[src/rtl/mac_pkg.sv]
package mac_pkg;

  typedef enum logic [1:0] {
    RW_32  = 2'b00,
    RW_48  = 2'b01,
    RW_64  = 2'b10,
    RW_64B = 2'b11
  } res_width_e;

  // opcode fields, most significant first (bit 9 down to bit 0)
  typedef struct packed {
    logic       b_upper;
    logic       a_upper;
    logic       halfword;
    logic       saturate;
    logic       round;
    logic       signed_op;
    logic       fractional;
    logic       accumulate;
    res_width_e width;
  } mac_op_t;

  localparam int OP_BITS = $bits(mac_op_t);

endpackage

[src/rtl/mac_opsel.sv]
// Extends one source word to XLEN+1 signed bits, handling halfword choice
// and Q15-to-Q31 alignment for fractional halfword operations.
module mac_opsel #(
  parameter int XLEN = 32
) (
  input  logic [XLEN-1:0]        src,
  input  logic                   halfword,
  input  logic                   upper,
  input  logic                   sgn,
  input  logic                   frac,
  output logic signed [XLEN:0]   val
);
  localparam int HW = XLEN / 2;

  logic [HW-1:0] half_val;

  always_comb begin
    half_val = upper ? src[XLEN-1:HW] : src[HW-1:0];
    if (!halfword)
      val = {sgn & src[XLEN-1], src};
    else if (frac)
      val = {half_val[HW-1], half_val, {HW{1'b0}}};
    else
      val = {{(HW+1){sgn & half_val[HW-1]}}, half_val};
  end
endmodule

[src/rtl/mac_mul.sv]
// Signed multiply with fractional doubling and the min*min corner clamp.
module mac_mul #(
  parameter int XLEN = 32
) (
  input  logic signed [XLEN:0]       op_a,
  input  logic signed [XLEN:0]       op_b,
  input  logic                       frac,
  output logic signed [2*XLEN+1:0]   prod,
  output logic                       corner
);
  localparam int PW = 2 * XLEN + 2;
  localparam logic signed [XLEN:0]  OP_MIN = {2'b11, {(XLEN-1){1'b0}}};
  localparam logic signed [PW-1:0]  Q_MAX  = {3'b000, {(PW-3){1'b1}}};

  logic signed [PW-1:0] full;

  always_comb begin
    full   = op_a * op_b;
    corner = frac && (op_a == OP_MIN) && (op_b == OP_MIN);
    if (corner)
      prod = Q_MAX;
    else if (frac)
      prod = full <<< 1;
    else
      prod = full;
  end
endmodule

[src/rtl/mac_acc.sv]
// Aligns the accumulator to the product, adds the rounding constant and
// returns the exact sum scaled to the selected result width.
module mac_acc #(
  parameter int XLEN = 32,
  localparam int SW  = 2 * XLEN + 4
) (
  input  logic [2*XLEN-1:0]           acc_in,
  input  logic signed [2*XLEN+1:0]    prod,
  input  mac_pkg::res_width_e         width,
  input  logic                        acc_en,
  input  logic                        frac,
  input  logic                        rnd,
  output logic signed [SW-1:0]        value
);
  import mac_pkg::*;

  localparam int MW = 3 * XLEN / 2;

  logic signed [SW-1:0] acc_ext;
  logic signed [SW-1:0] aligned;
  logic signed [SW-1:0] rnd_add;
  logic signed [SW-1:0] sum;
  logic                 q_upper;

  always_comb begin
    unique case (width)
      RW_32:   acc_ext = SW'($signed(acc_in[XLEN-1:0]));
      RW_48:   acc_ext = SW'($signed(acc_in[MW-1:0]));
      default: acc_ext = SW'($signed(acc_in));
    endcase
    if (!acc_en)
      acc_ext = '0;

    q_upper = frac && (width == RW_32);
    aligned = q_upper ? (acc_ext <<< XLEN) : acc_ext;
    rnd_add = '0;
    if (q_upper && rnd)
      rnd_add[XLEN-1] = 1'b1;

    sum   = aligned + SW'(prod) + rnd_add;
    value = q_upper ? (sum >>> XLEN) : sum;
  end
endmodule

[src/rtl/mac_sat.sv]
// Range check against each width's signed limits, clamp or wrap, format.
module mac_sat #(
  parameter int XLEN = 32,
  localparam int SW  = 2 * XLEN + 4
) (
  input  logic signed [SW-1:0]   value,
  input  mac_pkg::res_width_e    width,
  input  logic                   sat_en,
  output logic [2*XLEN-1:0]      result,
  output logic                   out_of_range,
  output logic                   clamped
);
  import mac_pkg::*;

  localparam int NW = 3;
  localparam int MW = 3 * XLEN / 2;

  logic                 fit  [NW];
  logic signed [SW-1:0] lmax [NW];
  logic signed [SW-1:0] lmin [NW];

  for (genvar g = 0; g < NW; g++) begin : g_lim
    localparam int WG = (g == 0) ? XLEN : ((g == 1) ? MW : 2 * XLEN);
    localparam logic signed [SW-1:0] LMAX = {{(SW-WG+1){1'b0}}, {(WG-1){1'b1}}};
    localparam logic signed [SW-1:0] LMIN = {{(SW-WG+1){1'b1}}, {(WG-1){1'b0}}};
    assign lmax[g] = LMAX;
    assign lmin[g] = LMIN;
    assign fit[g]  = (value <= LMAX) && (value >= LMIN);
  end

  logic [1:0]           k;
  logic signed [SW-1:0] chosen;
  logic [SW-2*XLEN-1:0] unused_hi;

  always_comb begin
    unique case (width)
      RW_32:   k = 2'd0;
      RW_48:   k = 2'd1;
      default: k = 2'd2;
    endcase
    out_of_range = !fit[k];
    clamped      = out_of_range && sat_en;
    if (clamped)
      chosen = value[SW-1] ? lmin[k] : lmax[k];
    else
      chosen = value;
    unused_hi = chosen[SW-1:2*XLEN];
    unique case (k)
      2'd0:    result = {{XLEN{1'b0}}, chosen[XLEN-1:0]};
      2'd1:    result = {{(2*XLEN-MW){chosen[MW-1]}}, chosen[MW-1:0]};
      default: result = chosen[2*XLEN-1:0];
    endcase
  end
endmodule

[src/rtl/frac_mac.sv]
module frac_mac #(
  parameter int XLEN = 32
) (
  input  logic                  clk,
  input  logic                  rst_n,
  input  logic                  in_valid,
  output logic                  in_ready,
  input  logic [XLEN-1:0]       in_a,
  input  logic [XLEN-1:0]       in_b,
  input  logic [2*XLEN-1:0]     in_acc,
  input  logic [9:0]            in_op,
  output logic                  out_valid,
  input  logic                  out_ready,
  output logic [XLEN-1:0]       out_lo,
  output logic [XLEN-1:0]       out_hi,
  output logic                  out_ovf,
  output logic                  sat_sticky
);
  import mac_pkg::*;

  localparam int SW = 2 * XLEN + 4;
  localparam int PW = 2 * XLEN + 2;

  mac_op_t op;
  assign op = mac_op_t'(in_op);

  // operand selection for A (index 0) and B (index 1)
  logic [XLEN-1:0]        src   [2];
  logic                   upper [2];
  logic signed [XLEN:0]   opv   [2];

  assign src[0]   = in_a;
  assign src[1]   = in_b;
  assign upper[0] = op.a_upper;
  assign upper[1] = op.b_upper;

  for (genvar i = 0; i < 2; i++) begin : g_opsel
    mac_opsel #(.XLEN(XLEN)) u_sel (
      .src      (src[i]),
      .halfword (op.halfword),
      .upper    (upper[i]),
      .sgn      (op.signed_op | op.fractional),
      .frac     (op.fractional),
      .val      (opv[i])
    );
  end

  logic signed [PW-1:0] prod;
  logic                 corner;

  mac_mul #(.XLEN(XLEN)) u_mul (
    .op_a   (opv[0]),
    .op_b   (opv[1]),
    .frac   (op.fractional),
    .prod   (prod),
    .corner (corner)
  );

  logic signed [SW-1:0] value;

  mac_acc #(.XLEN(XLEN)) u_acc (
    .acc_in (in_acc),
    .prod   (prod),
    .width  (op.width),
    .acc_en (op.accumulate),
    .frac   (op.fractional),
    .rnd    (op.round),
    .value  (value)
  );

  logic [2*XLEN-1:0] result;
  logic              out_of_range;
  logic              clamped;

  mac_sat #(.XLEN(XLEN)) u_sat (
    .value        (value),
    .width        (op.width),
    .sat_en       (op.saturate),
    .result       (result),
    .out_of_range (out_of_range),
    .clamped      (clamped)
  );

  logic accept;
  assign in_ready = !out_valid || out_ready;
  assign accept   = in_valid && in_ready;

  always_ff @(posedge clk) begin
    if (!rst_n) begin
      out_valid  <= 1'b0;
      out_lo     <= '0;
      out_hi     <= '0;
      out_ovf    <= 1'b0;
      sat_sticky <= 1'b0;
    end else begin
      if (accept) begin
        out_valid <= 1'b1;
        out_lo    <= result[XLEN-1:0];
        out_hi    <= result[2*XLEN-1:XLEN];
        out_ovf   <= out_of_range | corner;
      end else if (out_ready) begin
        out_valid <= 1'b0;
      end
      if (accept && (clamped || corner))
        sat_sticky <= 1'b1;
    end
  end
endmodule

[config.mk]
export PLATFORM = sky130hd
export DESIGN_NAME = frac_mac
export DESIGN_NICKNAME = d
export VERILOG_FILES = /design/src/rtl/mac_pkg.sv /design/src/rtl/mac_opsel.sv /design/src/rtl/mac_mul.sv /design/src/rtl/mac_acc.sv /design/src/rtl/mac_sat.sv /design/src/rtl/frac_mac.sv
export SDC_FILE = /design/constraint.sdc
export NUM_CORES = 2
export LEC_CHECK = 0
export BUFFER_PORTS_ARGS = -buffer_cell sky130_fd_sc_hd__buf_2
export CAP_MARGIN = 20
export CORE_MARGIN = 2
export CORE_UTILIZATION = 58
export DETAILED_ROUTE_END_ITERATION = 7
export GPL_TIMING_DRIVEN = 0
export PLACE_DENSITY = 0.86
export SYNTH_ARGS = -nofsm -noshare
export SYNTH_HDL_FRONTEND = slang
export SYNTH_SLANG_ARGS = --single-unit
[constraint.sdc]
create_clock -name clk -period 20.1 [get_ports clk]
set_input_delay 2.01 -clock clk [delete_from_list [all_inputs] [get_ports clk]]
set_output_delay 2.01 -clock clk [all_outputs]
set_load 0.01 [all_outputs]
==> flow_summary.yaml <==
status:
  status: "finished with violations"
  violations: "design-rule violations"
yosys:
  synthFlopType: "dfxtp_1"
  syn_area_per_cell_sq_um: 8.26
  muxShareOfSynthArea: 0.00545
  synthAdderAreaFrac: 0.541
  synth_top_cell_area_share: 0.455
  synth_top_family_by_area: "adder cells"
  ys_types: 107
  synth_top_area_cell: "fa_1"
  synthesis.nets: 7750
  syn_area_sq_um: 50500
  synth_area_leaders: "fa_1, inv_1, ha_1, nand2_1, nor2_1"
  seq_area_frac_synth: 0.0266
  synth_compound_area_frac: 0.122
  synth_warnings: 0
  synth_seq_cells: 67
  synth_edf_count: 0
  async_reset_ff_frac: 0
  syn_inst: 6112
  synthSimpleGateAreaFrac: 0.166
  synth-xor-area-share: 0.0225
route:
  drt-met1-wl_um: 82800
  vias: 49400
  highest_layer: "met5"
  wl_met3_um: 40400
  wl_um: 237000
  dr_wl_met2_um: 92800
  wire_per_inst_um: 31.3
  viasPerCell: 6.51
  route.detailed.drc: 1
  drt-initial-drc-count: 6695
  ant_nets: 0
  dr.pass1.iters: 8
die:
  coreArea_sq_um: 86500
  die_width_um: 299
  die_h_um: 299
  ios: 210
  start_util: 0.584
  die_area_sq_um: 89400
  rows: 108
timing:
  layout_min_cycle_time_ns: 19.65
  fmax_ghz: 0.0509
  hold_viol: 0
  setup_tns_ns: 0
  worst_slew_pin_slew_ns: 1.41
  rsz0062_at_grt: "no"
  skew_ns: 0.00343
  slew_viol_final: 0
  hold-worst-slack_ns: 0.451
  setup_viol: 0
  slew_headroom: 0.0615
  finalCritPeriodShare: 0.978
grt:
  grt_pass1_wl_um: 336000
  track_usage: 0.530
  overflow: 0
  antenna_found_initial: 25
  grt_start_max_net_pins: 17
  grt_pass1_vias: 48900
min_path:
  hold_path_class: "register to register"
layout:
  fin_area_sq_um: 54300
  areaGrowthSynthToFinish_pct: 7.54
  fin_nets: 8029
  multiInputGateArea_sq_um: 43300
  regArea_sq_um: 1340
  nFillCells: 7550
  final_cells: 7587
  drive_above_1_share: 0.0710
clock_network:
  cts.sinks: 67
  clk_pin_slew_worst_paths_ns: 0.06
  cts_tree: "yes"
  cts_setup_buffers: 0
  clockRootBuffer: "clkbuf_16"
  cts.path.max_buffers: 2
  cts_made_buffers: 9
  cts.hold.buffers_added: 0
  clock_latency_ns: 0.33
  htree_levels: 3
critical_path:
  worst_path_largest_cell_delay_ns: 0.91
  path_class: "input port to register"
  crit_arrival_ns: 19.87
  cp-start-kind: "input port"
  path_buf_inv: 12
  worst_setup_path_end_kind: "register"
  critPathMaxFanout: 10
  required_ns: 20.32
  slowest_stage: "clkbuf_1"
  critPathMostFrequentCell: "fa_1"
  critPathTopFamily: "adder cells"
placed_design:
  dpl.hpwl_um: 200000
  numPortBuffers: 208
  placed_cells_incl_taps: 7523
  placed_area_sq_um: 53600
  gp_congestion: 1.18
run:
  maxCapViolCount: 0
==> cell usage after synthesis, types with 50 or more instances <==
library cell,n
inv_1,1178
fa_1,1147
nand2_1,781
nor2_1,745
ha_1,349
clkbuf_1,242
a21oi_1,235
o21ai_0,147
nand3_1,89
xnor2_1,88
nand4_1,68
o21ai_1,68
dfxtp_1,67
a211oi_1,61
a21o_1,59
and3_1,55
o211ai_1,50
==> flip-flops by register name, summed over array words and instances, names as in the netlist <==
register / flops
out_valid: 1
sat_sticky: 1
out_hi: 32
out_lo: 32
out_ovf: 1
==> through the flow <==
step           worst slack (ns)   util
2_1_floorplan              4.86      -
3_3_place_gp              -1.48  0.612
3_5_place_dp             -0.202  0.620
4_1_cts                  0.0981  0.624
5_1_grt                   0.216  0.627
6_report                  0.448  0.628
==> cell families (layout without fill, tap and decap cells) <==
kind of cell / Yosys count / in the layout
buffers and inverters: 1525 / 1809
XOR/XNOR: 129 / 129
other: 0 / 36
adder cells (fa/ha/maj): 1496 / 1496
AO/OA/AOI/OAI: 918 / 918
multiplexers: 25 / 25
flip-flops: 67 / 67
AND/OR/NAND/NOR: 1952 / 1952
==> repair_timing <==
item | CTS | global route
endpoints found under the setup margin | 0 | 66
resized for setup | 0 | 19
endpoints found under the hold margin | 0 | 0
==> worst register-to-register path, delay by kind of cell (launching register included) <==
family / cells / cell delay (ns)
buf+inv: 2 / 0.77
flops: 1 / 0.32
compound gates: 1 / 0.08
simple gates: 4 / 0.64
==> metal layers <==
metal | track usage | vias up
met1 | 0.668 | 24100
met4 | 0.353 | 20
met3 | 0.246 | 1064
met5 | 0.0249 | -
li1 | - | 19700
met2 | 0.725 | 4482
==> cell type report <==
type / count / share of cell area
sequential: 67 / 0.0247
multi-input combinational: 4520 / 0.798
tap: 1155 / 0.0266
buffer: 342 / 0.0270
timing repair buffer: 270 / 0.0338
inverter: 1181 / 0.0817
clock buffer: 10 / 0.00440
antenna: 36 / 0.00166
clock inverter: 6 / 0.00175
==> path summary, 6_finish.rpt <==
| kind | start | endpoint | slack (ns) | cells after the start |
|---|---|---|---|---|
| hold reg to reg | out_lo[18] | out_lo[18] | 0.45 | 2 |
| hold / removal | out_lo[18] | out_lo[18] | 0.45 | 2 |
| setup reg to reg | out_valid | out_hi[10] | 18.20 | 7 |
| setup / recovery | in_op[3] | out_hi[29] | 0.45 | 56 |
==> cell usage in the layout, fill, tap and decap left out, types with 14 or more instances in the layout <==
cell	netlist	routed
buf_8	0	31
o211ai_1	50	50
buf_2	39	251
o21a_1	46	46
o21ai_0	147	144
xor2_1	40	40
mux2i_1	17	17
and3_1	55	55
buf_4	22	37
o31ai_1	32	32
nor3_1	36	36
o21bai_1	28	28
nor2_1	745	744
xnor2_1	88	88
o221a_2	17	17
a22o_1	14	14
a211oi_1	61	61
ha_1	349	349
nand2b_1	38	38
and2_1	19	19
or3_1	14	14
nor2b_1	17	17
diode_2	0	36
dfxtp_1	67	67
clkbuf_1	242	235
inv_1	1178	1178
nand2_1	781	781
o21ai_1	68	64
buf_1	35	33
nand4_1	68	68
a31oi_1	17	17
fa_1	1147	1146
nand3_1	89	89
a21oi_1	235	233
nor4_1	27	27
a21o_1	59	59
Power is not shown: default switching activity piles up to over one toggle a cycle in this logic, so the estimate is an artifact.
